## src/rtl/dslot_pkg.sv

```systemverilog
package dslot_pkg;
  typedef enum logic [1:0] {
    CLS_SEQ    = 2'd0,
    CLS_BRANCH = 2'd1,
    CLS_CALL   = 2'd2,
    CLS_RSVD   = 2'd3
  } cls_e;

  localparam logic [3:0] COND_ALWAYS = 4'b1000;
  localparam logic [3:0] COND_NEVER  = 4'b0000;
endpackage

```

## src/rtl/dslot_cond_eval.sv

```systemverilog
module dslot_cond_eval (
  input  logic [3:0] cond,
  input  logic [3:0] flags,
  output logic       taken
);
  logic fn, fz, fv, fc;
  logic base;

  assign fn = flags[3];
  assign fz = flags[2];
  assign fv = flags[1];
  assign fc = flags[0];

  always_comb begin
    case (cond[2:0])
      3'd0:    base = 1'b0;
      3'd1:    base = fz;
      3'd2:    base = fz | (fn ^ fv);
      3'd3:    base = fn ^ fv;
      3'd4:    base = fc | fz;
      3'd5:    base = fc;
      3'd6:    base = fn;
      default: base = fv;
    endcase
  end

  // upper half of the code space is the complement of the lower half
  assign taken = base ^ cond[3];
endmodule

```

## src/rtl/dslot_target.sv

```systemverilog
module dslot_target #(
  parameter int ADDR_W = 32,
  parameter int DISP_W = 22
) (
  input  logic [ADDR_W-1:0] base,
  input  logic [DISP_W-1:0] disp,
  output logic [ADDR_W-1:0] target
);
  localparam int WORD_SH = 2;

  logic signed [DISP_W-1:0] sdisp;
  logic [ADDR_W-1:0]        ext;

  assign sdisp  = disp;
  assign ext    = ADDR_W'(sdisp);
  assign target = base + (ext << WORD_SH);
endmodule

```

## src/rtl/dslot_pc_unit.sv

```systemverilog
module dslot_pc_unit
  import dslot_pkg::*;
#(
  parameter int          ADDR_W   = 32,
  parameter int          BDISP_W  = 22,
  parameter int          CDISP_W  = 30,
  parameter logic [31:0] RESET_PC = 32'h0000_1000
) (
  input  logic               clk,
  input  logic               rst,
  input  logic [1:0]         ins_cls,
  input  logic [3:0]         br_cond,
  input  logic               annul,
  input  logic [CDISP_W-1:0] disp,
  input  logic [3:0]         flags,
  output logic [ADDR_W-1:0]  pc,
  output logic [ADDR_W-1:0]  npc,
  output logic               squash,
  output logic [ADDR_W-1:0]  link,
  output logic               link_valid
);
  localparam logic [ADDR_W-1:0] STEP    = ADDR_W'(4);
  localparam logic [ADDR_W-1:0] PC_INIT = ADDR_W'(RESET_PC);

  cls_e              eff_cls;
  logic              br_taken;
  logic [ADDR_W-1:0] br_target;
  logic [ADDR_W-1:0] call_target;
  logic [ADDR_W-1:0] seq_next;
  logic [ADDR_W-1:0] npc_d;
  logic              squash_d;

  // an annulled instruction has no effect of its own
  assign eff_cls  = squash ? CLS_SEQ : cls_e'(ins_cls);
  assign seq_next = npc + STEP;

  dslot_cond_eval u_cond (
    .cond  (br_cond),
    .flags (flags),
    .taken (br_taken)
  );

  dslot_target #(.ADDR_W(ADDR_W), .DISP_W(BDISP_W)) u_br_tgt (
    .base   (pc),
    .disp   (disp[BDISP_W-1:0]),
    .target (br_target)
  );

  dslot_target #(.ADDR_W(ADDR_W), .DISP_W(CDISP_W)) u_call_tgt (
    .base   (pc),
    .disp   (disp),
    .target (call_target)
  );

  always_comb begin
    npc_d    = seq_next;
    squash_d = 1'b0;
    case (eff_cls)
      CLS_BRANCH: begin
        if (br_taken) npc_d = br_target;
        squash_d = annul & (~br_taken | (br_cond == COND_ALWAYS));
      end
      CLS_CALL: npc_d = call_target;
      default: ;
    endcase
  end

  always_ff @(posedge clk) begin
    if (rst) begin
      pc         <= PC_INIT;
      npc        <= PC_INIT + STEP;
      squash     <= 1'b0;
      link       <= '0;
      link_valid <= 1'b0;
    end else begin
      pc         <= npc;
      npc        <= npc_d;
      squash     <= squash_d;
      link_valid <= (eff_cls == CLS_CALL);
      if (eff_cls == CLS_CALL) link <= pc;
    end
  end

  // extremes of the condition table
  p_always_taken_r4: assert property (@(posedge clk) disable iff (rst)
    (br_cond == COND_ALWAYS) |-> br_taken);
  p_never_taken_r4: assert property (@(posedge clk) disable iff (rst)
    (br_cond == COND_NEVER) |-> !br_taken);

  // addresses stay word aligned from an aligned reset value
  p_aligned_r3: assert property (@(posedge clk) disable iff (rst)
    (PC_INIT[1:0] == 2'b00) |-> (pc[1:0] == 2'b00 && npc[1:0] == 2'b00));

  // a non-annulling branch never squashes its delay slot
  p_no_annul_r5: assert property (@(posedge clk) disable iff (rst)
    (eff_cls == CLS_BRANCH && !annul) |=> !squash);

  // a squashed slot advances sequentially and makes no link
  p_squash_seq_r6: assert property (@(posedge clk) disable iff (rst)
    squash |=> (npc == $past(npc) + STEP) && !link_valid);

  // a call never annuls the following instruction
  p_call_no_squash_r8: assert property (@(posedge clk) disable iff (rst)
    link_valid |-> !squash);
endmodule

```

## config.mk

```make
export PLATFORM = sky130hd
export DESIGN_NAME = dslot_pc_unit
export DESIGN_NICKNAME = d
export VERILOG_FILES = /design/src/rtl/dslot_pkg.sv /design/src/rtl/dslot_cond_eval.sv /design/src/rtl/dslot_target.sv /design/src/rtl/dslot_pc_unit.sv
export SDC_FILE = /design/constraint.sdc
export NUM_CORES = 1
export LEC_CHECK = 0
export BUFFER_PORTS_ARGS = -buffer_cell sky130_fd_sc_hd__buf_2
export CAP_MARGIN = 20
export CORE_ASPECT_RATIO = 0.5
export CORE_MARGIN = 10
export CORE_UTILIZATION = 60
export CTS_BUF_LIST = sky130_fd_sc_hd__clkbuf_4 sky130_fd_sc_hd__clkbuf_8
export DETAILED_ROUTE_END_ITERATION = 10
export PLACE_DENSITY = 0.86
export SLEW_MARGIN = 25
export SYNTH_ARGS = -nofsm -noshare
export SYNTH_HDL_FRONTEND = slang
export SYNTH_SLANG_ARGS = --single-unit
```

## constraint.sdc

```tcl
create_clock -name clk -period 7.45 [get_ports clk]
set_input_delay 0.3725 -clock clk [delete_from_list [all_inputs] [get_ports clk]]
set_output_delay 0.3725 -clock clk [all_outputs]
set_load 0.05 [all_outputs]
```

* After elaboration in Yosys (flattened, before gate mapping)
Cells that the tools add are included.
** Word-level totals
- Bits in registers :: 98
- Bits of input ports :: 43
- Output and inout bits :: 98
- Word-level logic and storage cells :: 31
** Cells by class
- Add/subtract/negate cells :: 3
- Equal/unequal tests :: 9
- Multiplexer cells :: 4
- Bitwise gates (word level) :: 8
- Reduce and logical (&&, ||, !) cells :: 2
** Operators by type and width (count)
- adder 32 bit :: 2
- case mux 32 bit (2 select lines) :: 1
- adder 32 x 3 -> 32 bit, second input constant :: 1
- two-way mux 32 bit :: 1
- == test 3 bit, second input constant :: 3
- case mux 1 bit (7 select lines) :: 1
- == test 3 x 2 -> 1 bit, second input constant :: 2
- == test 4 bit, second input constant :: 1
- == test 3 x 1 -> 1 bit, second input constant :: 1
- logical NOT 3 bit :: 1
- bitwise OR 1 bit :: 3
- == test 2 x 1 -> 1 bit, second input constant :: 1
- == test 2 bit, second input constant :: 1
- two-way mux 2 bit :: 1
- inverter 1 bit :: 2
- OR reduction 2 bit :: 1
- XOR 1 bit :: 2
- AND 1 bit :: 1

* Logic depth before layout (Yosys ltp)
Gate-level depths: netlist of run 1.
- Word-level depth :: 7
- Mapped depth :: 12
- Depth with buffers taken out :: 12

* Modules after synthesis
From an unflattened synthesis of run 1, not the netlist that was laid out.
** Second synthesis, totals
- Cell total of the unflattened synthesis :: 903
- Area, all modules :: 7578.5 um^2
** Modules (own cells, without submodules)
- dslot_pc_unit :: instances 1, cells each 432, area each 4132.7 um^2, seq. area each 1961.9 um^2
- dslot_target at u_br_tgt :: instances 1, cells each 237, area each 1764.2 um^2, seq. area each 0.0 um^2
- dslot_target at u_call_tgt :: instances 1, cells each 225, area each 1615.3 um^2, seq. area each 0.0 um^2
- dslot_cond_eval :: instances 1, cells each 9, area each 66.3 um^2, seq. area each 0.0 um^2

* Least setup slack after synthesis of run 1
No wires, ideal clock.
- Path type :: reg2reg
- From :: reg pc[2]
- To :: reg npc[24]
- Setup time :: 0.115 ns
- Data arrival time :: 2.912 ns
- Required time :: 7.335 ns
- Setup slack :: 4.423 ns
- Stages on the path, launching flop included :: 13
- Buffers on the path :: 0
- Clock period less this slack :: 3.027 ns
- Cells stage by stage :: dfxtp_1 ha_1 inv_1 fa_1 nor2b_1 o2111ai_1 a21oi_1 nor2_1 o21ba_2 o21ai_0 a21boi_0 and3_1 o21a_1
** Between the ends
- Longest elaborated chain between the ends :: 3
- Elaborated cells on any way between the ends :: 4
- Those cells by class :: add/sub: 2; mux: 2
** Ends and longest elaborated chain
- start, declared :: RTL line dslot_pc_unit.sv:16 : output logic [ADDR_W-1:0] pc,
- start signal, assigned :: RTL line dslot_pc_unit.sv:76 : pc <= npc;
- adder 32 bit :: RTL line dslot_target.sv:16 : assign target = base + (ext << WORD_SH);
- two-way mux 32 bit :: RTL line dslot_pc_unit.sv:60 : if (br_taken) npc_d = br_target;
- case mux 32 bit (2 select lines) * :: RTL line dslot_pc_unit.sv:58 : case (eff_cls)
- end signal, assigned :: RTL line dslot_pc_unit.sv:71 : npc <= PC_INIT + STEP;
- end signal, assigned :: RTL line dslot_pc_unit.sv:77 : npc <= npc_d;
- end, declared :: RTL line dslot_pc_unit.sv:17 : output logic [ADDR_W-1:0] npc,
Every way passes the cells marked *; elsewhere a longest branch is shown, timed or not.
A chain may end at the register's enable or synchronous reset.

* Final worst setup path of run 1
- From :: reg pc[2]
- To :: reg npc[22]
The elaborated chain is that of the path after synthesis.

==> impl_metrics.json, run 1 <==
{
  "status": "complete, no violations",
  "grt_antenna_before_repair": 0,
  "period_minus_slack_ns": 3.36,
  "clkLatencyLatePin_ns": 0.38,
  "period_share": 0.451,
  "netlist_area_um2": 5610,
  "place_area_um2": 6390,
  "gr-total-overflow": 0,
  "power_density_nw_per_um2": 185,
  "wire_per_inst_um": 17.1,
  "ant_nets": 0,
  "fp.dieH_um": 88.4,
  "final_nets": 855,
  "post-place-ws_ns": 4.16,
  "grt_use_total": 0.217,
  "grt_pass1_vias": 4986,
  "relSlewSlack": 0.318,
  "cts_sinks": 98,
  "fmax_ghz": 0.297,
  "grt_max_degree": 58,
  "grt_use_met1": 0.278,
  "cts_max_level": 3,
  "vias": 5222,
  "fin_skew_ns": 0.00838,
  "die_area_um2": 13800,
  "synth_flop_cell": "dfxtp_1",
  "hp-class": "in2reg",
  "drtIter0Drc": 444,
  "area_delta_synth_final_pct": 17.1,
  "worst-slew-pin-transition_ns": 1.01,
  "p_leak_uw": 0.00312,
  "routed_wl_um": 15300,
  "root_buffer": "clkbuf_8",
  "arrival_ns": 3.64,
  "path_max_fanout": 4,
  "antenna_cells": 0,
  "layout_commonest_cell": "buf_2",
  "syn-num-nets": 723,
  "fin_ws_ns": 4.09,
  "grt_pass1_wl_um": 24600,
  "ys_types": 64,
  "postCtsHoldBufs": 0,
  "synthCells": 640,
  "first_pass_iters": 5,
  "drc": 0,
  "post_cts_resized": 0,
  "peakVddDrop_v": 0.000132,
  "use_met2": 0.352,
  "fillers": 678,
  "fp.coreArea_um2": 8890,
  "worstSetupPathType": "reg2reg",
  "final_core_util": 0.738,
  "start_kind": "flop",
  "cts_tree": "built",
  "crit_required_ns": 7.73,
  "port_buffers": 140,
  "setup_viol": 0,
  "globalplace.congestion": 0.930,
  "yosysWarnings": 0,
  "dp_hpwl_um": 11700,
  "yosysSeqAreaShare": 0.350,
  "holdWs_ns": 0.224,
  "ys_async_sr_fraction": 0,
  "fp-row-count": 24,
  "clk_path_buf_depth": 2,
  "max-cap-violations": 0,
  "numCtsBuffers": 9,
  "grt.busiest_layer": "met2",
  "slew_violations": 0,
  "ios": 141,
  "clkTransAtPathRegs_ns": 0.09,
  "synth_edf_count": 0,
  "postCtsSetupRepairBufs": 0,
  "start_util": 0.631,
  "ys_seq_elements": 98,
  "die_w_um": 157,
  "avgSynthCellArea_um2": 8.76,
  "tns_ns": 0,
  "rsz0062_at_grt": "false",
  "use_met3": 0.0591,
  "hold_viol_final": 0,
  "worst_setup_path_end_kind": "flop",
  "viasPerCell": 5.84,
  "fin_area_um2": 6560,
  "final_cell_mix": "buf_2 (140), dfxtp_1 (98), nor2_1 (83)",
  "drive_above_1_share": 0.225
}
## sequential cells by signal, summed over array words and instances, names as in the netlist
| name | cells |
|---|---|
| npc | 32 |
| link | 32 |
| squash | 1 |
| link_valid | 1 |
| pc | 32 |
## worst max-delay path, cell delays in order (launching register included)
cell and delay, ns:
dfxtp_1 0.37, ha_1 0.22, inv_1 0.07, fa_1 0.41, nor2b_1 0.18, o2111ai_1 0.20, a21oi_1 0.45, nor2_1 0.11
o21ba_2 0.24, o21ai_0 0.31, a21boi_0 0.25, xor2_1 0.19, o32ai_1 0.26
## kinds of logic after synthesis
logic type / synth area share
xor gates and xnor gates: 0.0953
and+or+nand+nor: 0.197
AOI/OAI and AO/OA: 0.175
buffers and inverters: 0.0261
adders and majority gates: 0.0906
DFF: 0.350
muxes: 0.0661
## layer usage
layer / part of all wire / up-vias
met1: 0.44 / 2432
met2: 0.46 / 219
met4: 0.015 / 0
li1: - / 2544
met5: 0 / -
met3: 0.091 / 27
## synthesized netlist by cell type, types with 5 or more instances
master | count | area share
dfxtp_1 | 98 | 0.35
nor2_1 | 83 | 0.056
ha_1 | 39 | 0.087
mux2i_1 | 37 | 0.066
xnor2_1 | 36 | 0.056
a21oi_1 | 34 | 0.030
nand2_1 | 32 | 0.021
nor2b_1 | 31 | 0.035
xor2_1 | 25 | 0.039
o21ai_0 | 23 | 0.021
a21o_1 | 19 | 0.025
clkbuf_1 | 18 | 0.012
a22oi_1 | 16 | 0.021
inv_1 | 15 | 0.010
nand3_1 | 14 | 0.012
nand4_1 | 11 | 0.012
nand2b_1 | 9 | 0.010
and2_1 | 7 | 0.0078
nor3_1 | 7 | 0.0062
and3_1 | 6 | 0.0067
a31oi_1 | 5 | 0.0056
o211ai_1 | 5 | 0.0067
o22ai_1 | 5 | 0.0056
## worst paths after layout
check | start | endpoint | slack [ns] | depth (start not counted)
setup reg to reg | pc[2]$_SDFF_PP0_ | npc[22]$_SDFF_PP0_ | 4.09 | 12
hold / removal | annul | squash$_SDFF_PP0_ | 0.22 | 3
hold reg to reg | npc[1]$_SDFFE_PP0P_ | pc[1]$_SDFF_PP0_ | 0.46 | 2
setup / recovery | pc[2]$_SDFF_PP0_ | npc[22]$_SDFF_PP0_ | 4.09 | 12
## stage by stage
stage	total power, uW	instances
4_1_cts	1220	894
5_1_grt	1270	894
6_report	1220	894
3_3_place_gp	891	878
3_5_place_dp	897	878
2_1_floorplan	815	640
## report_power, final
group / switching (uW) / internal [uW]
sequential: 27.6 / 546
clock: 194 / 133
combinational: 209 / 107
total: 430 / 786
## final cells by class
class	instances	area, um2	area share
Sequential cell	98	1960	0.299
Multi-Input combinational cell	505	3500	0.533
Timing Repair Buffer	143	723	0.110
Clock buffer	12	146	0.0223
Tap cell	117	146	0.0223
Clock inverter	4	28.8	0.00438
Inverter	15	56.3	0.00858
(Power assumes the default switching activity.)
==> run 2, diff against run 1 <==
--- a/config.mk
+++ b/config.mk
@@ -5,14 +5,15 @@
 export SDC_FILE = /design/constraint.sdc
 export NUM_CORES = 1
 export LEC_CHECK = 0
+export ABC_AREA = 1
 export BUFFER_PORTS_ARGS = -buffer_cell sky130_fd_sc_hd__buf_2
 export CAP_MARGIN = 20
 export CORE_ASPECT_RATIO = 0.5
 export CORE_MARGIN = 10
-export CORE_UTILIZATION = 60
+export CORE_UTILIZATION = 58
 export CTS_BUF_LIST = sky130_fd_sc_hd__clkbuf_4 sky130_fd_sc_hd__clkbuf_8
 export DETAILED_ROUTE_END_ITERATION = 10
-export PLACE_DENSITY = 0.86
+export PLACE_DENSITY = 0.8
 export SLEW_MARGIN = 25
 export SYNTH_ARGS = -nofsm -noshare
 export SYNTH_HDL_FRONTEND = slang
==> constraint.sdc (replaced) <==
create_clock -name clk -period 3.1 [get_ports clk]
set_input_delay 0.155 -clock clk [delete_from_list [all_inputs] [get_ports clk]]
set_output_delay 0.155 -clock clk [all_outputs]
set_load 0.05 [all_outputs]
==> run 2 against run 1 <==
  * Routed wire length up 80%
  * Cell area increased by 23%
  * Critical path depth increased by 3
  * Clock-buffer cell count decreased by 2
  * Global-route usage grew 8.9 points
  * Maximum frequency increased by 39%
  * Via count increased by 62%
  * Power grew to 2.9 times the previous value
  * Combinational power grew to 3.7 times the previous value
  * Synthesized cell count increased by 82%
  * Critical path type unchanged
==> impl_metrics.json, run 2 <==
{
  "status": "complete, no violations",
  "fin_total_pwr_uw": 3580,
  "numCtsBuffers": 9,
  "setup_viol": 0,
  "final_core_util": 0.683,
  "fp.coreArea_um2": 11800,
  "grt_pass1_wl_um": 42500,
  "p_sw_frac": 0.424,
  "root_buffer": "clkbuf_8",
  "wire_per_inst_um": 18.7,
  "yosysWarnings": 0,
  "first_pass_iters": 6,
  "power_switching_uw": 1510,
  "clk_path_buf_depth": 2,
  "vias": 8471,
  "routed_wl_um": 27500,
  "path_max_fanout": 4,
  "rsz0062_at_grt": "false",
  "worst_setup_path_end_kind": "flop",
  "synthTopCellsByArea": "dfxtp_1 (28%), nand2_1 (17%), nor2_1 (9.8%)",
  "syn-num-nets": 1249,
  "globalplace.congestion": 1.03,
  "worst-slew-pin-transition_ns": 0.987,
  "avgSynthCellArea_um2": 6.05,
  "p_leak_uw": 0.00441,
  "drtIter0Drc": 992,
  "period_share": 0.782,
  "dp_hpwl_um": 21700,
  "fin_ws_ns": 0.677,
  "grt_use_total": 0.306,
  "synth_most_common_cell": "nand2_1",
  "period_minus_slack_ns": 2.42,
  "arrival_ns": 2.71,
  "hp-start": "br_cond[3]",
  "cts_tree": "built",
  "netlist_area_um2": 7060,
  "gr-total-overflow": 0,
  "ys_seq_elements": 98,
  "largestRegisters": "link (32), npc (32), pc (32)",
  "fillers": 1116,
  "port_buffers": 140,
  "seqPwrFrac": 0.402,
  "yosys.area.top_type": "dfxtp_1",
  "crit_required_ns": 3.38,
  "fin_skew_ns": 0.0195,
  "clkLatencyLatePin_ns": 0.39,
  "tns_ns": 0,
  "fp-row-count": 28,
  "holdWs_ns": 0.126,
  "viasPerCell": 5.76,
  "fp.dieH_um": 98.0,
  "synth_commonest_cells": "nand2_1 (323), nor2_1 (185), inv_1 (171)",
  "die_area_um2": 17200,
  "worstReg2RegEnd": "npc[30]$_SDFF_PP0_",
  "holdPathStages": 5,
  "layout_commonest_cell": "nand2_1",
  "synth_flop_cell": "dfxtp_1",
  "fmax_ghz": 0.413,
  "ys_async_sr_fraction": 0,
  "drive_above_1_share": 0.143,
  "relSlewSlack": 0.341,
  "synth_edf_count": 0,
  "ios": 141,
  "power_density_nw_per_um2": 442,
  "hold_viol_final": 0,
  "yosysTopAreaCellShare": 0.278,
  "final_nets": 1383,
  "cts_max_level": 3,
  "pwr-share-comb": 0.330,
  "grt_antenna_before_repair": 1,
  "antenna_cells": 0,
  "yosysSeqAreaShare": 0.278,
  "start_kind": "flop",
  "worstSetupPathType": "reg2reg",
  "ant_nets": 0,
  "reg2reg_slack_ns": 0.68,
  "drc": 0,
  "grt_max_degree": 56,
  "hold_end": "squash$_SDFF_PP0_",
  "clkTransAtPathRegs_ns": 0.12,
  "final_cell_mix": "nand2_1 (323), nor2_1 (185), inv_1 (171)",
  "slew_violations": 0,
  "start_util": 0.596,
  "max-cap-violations": 0,
  "synthCells": 1166,
  "p_clk_frac": 0.268,
  "p_int_uw": 2060,
  "post-place-ws_ns": 0.783,
  "peakVddDrop_v": 0.000331,
  "ys_types": 40,
  "hp-class": "in2reg",
  "die_w_um": 176,
  "area_delta_synth_final_pct": 14.7,
  "cts_sinks": 98,
  "grt_pass1_vias": 7795,
  "reg2reg_depth": 15,
  "reg2reg_from": "pc[2]$_SDFF_PP0_"
}
==> run 2: changes by cell type after synthesis, moves of 31 or more <==
cell / delta
nand3_1: +82
nor2b_1: -31
mux2i_1: -37
inv_1: +156
nand2_1: +291
nor2_1: +102
==> run 2: layout make-up <==
type,instances,area (um2),share of cell area
clock buffer,10,138,0.0170
clock inverter,6,81.3,0.0100
inverter,171,642,0.0793
multi-input combinational,870,4290,0.530
sequential,98,1960,0.242
tap,165,206,0.0255
timing repair buffer,150,778,0.0962
==> run 2: timing repair <==
item	CTS	global route
endpoints found under the hold margin	1	0
hold buffers	1	0
buffers inserted	0	0
gates resized for setup	0	0
setup endpoints to repair	0	0
==> run 2: cells by family (layout without fill, tap and decap cells) <==
| group | after synthesis | count (layout) | synth area share |
|---|---|---|---|
| AOI/OAI and AO/OA | 128 | 128 | 0.0973 |
| xor gates and xnor gates | 27 | 27 | 0.0335 |
| buffers and inverters | 198 | 337 | 0.115 |
| DFF | 98 | 98 | 0.278 |
| adders and majority gates | 40 | 40 | 0.0720 |
| and+or+nand+nor | 675 | 675 | 0.404 |
==> run 2: critical path: stages, from the launching register on <==
cell and delay, ns:
dfxtp_1 0.38, ha_1 0.20, inv_1 0.07, fa_1 0.39, inv_1 0.10, nand3_1 0.08, nand3_1 0.18, nand2_1 0.08
nand3_1 0.26, nand2_1 0.12, nand2_1 0.09, nand2_1 0.05, nand3_1 0.07, nand3_1 0.08, nor2_1 0.11, nor2_1 0.04
==> run 2: through the flow <==
| stage | area [um2] | cells |
|---|---|---|
| 2_1_floorplan | 7060 | 1166 |
| 3_3_place_gp | 7860 | 1453 |
| 3_5_place_dp | 7860 | 1453 |
| 4_1_cts | 8090 | 1470 |
| 5_1_grt | 8090 | 1470 |
| 6_report | 8090 | 1470 |
==> run 2: routing by layer <==
metal / up-vias / global-route usage / wire length, um
li1: 3946 / - / -
met1: 3870 / 0.401 / 11300
met2: 583 / 0.459 / 11400
met3: 70 / 0.118 / 4180
met4: 2 / 0.0790 / 660
met5: - / 0 / 13
==> run 2: power by group through the flow <==
stage / clock [uW] / sequential, uW / combinational, uW
2_1_floorplan: 0 / 1710 / 550
3_3_place_gp: 0 / 1460 / 1130
3_5_place_dp: 0 / 1460 / 1150
4_1_cts: 955 / 1430 / 1150
5_1_grt: 996 / 1440 / 1270
6_report: 959 / 1440 / 1180
==> run 2: worst max-delay path by stage <==
| stage | start | endpoint | slack, ns | depth (start not counted) |
|---|---|---|---|---|
| CTS | pc[2]$_SDFF_PP0_ | npc[30]$_SDFF_PP0_ | 0.75 | 15 |
| detailed placement | pc[2]$_SDFF_PP0_ | npc[30]$_SDFF_PP0_ | 0.78 | 15 |
| finish | pc[2]$_SDFF_PP0_ | npc[30]$_SDFF_PP0_ | 0.68 | 15 |
| floorplan | pc[2]$_SDFF_PP0_ | npc[30]$_SDFF_PP0_ | 0.80 | 13 |
| global placement | pc[10]$_SDFF_PP0_ | npc[20]$_SDFF_PP0_ | 0.76 | 9 |
| global route | pc[2]$_SDFF_PP0_ | npc[30]$_SDFF_PP0_ | 0.49 | 15 |
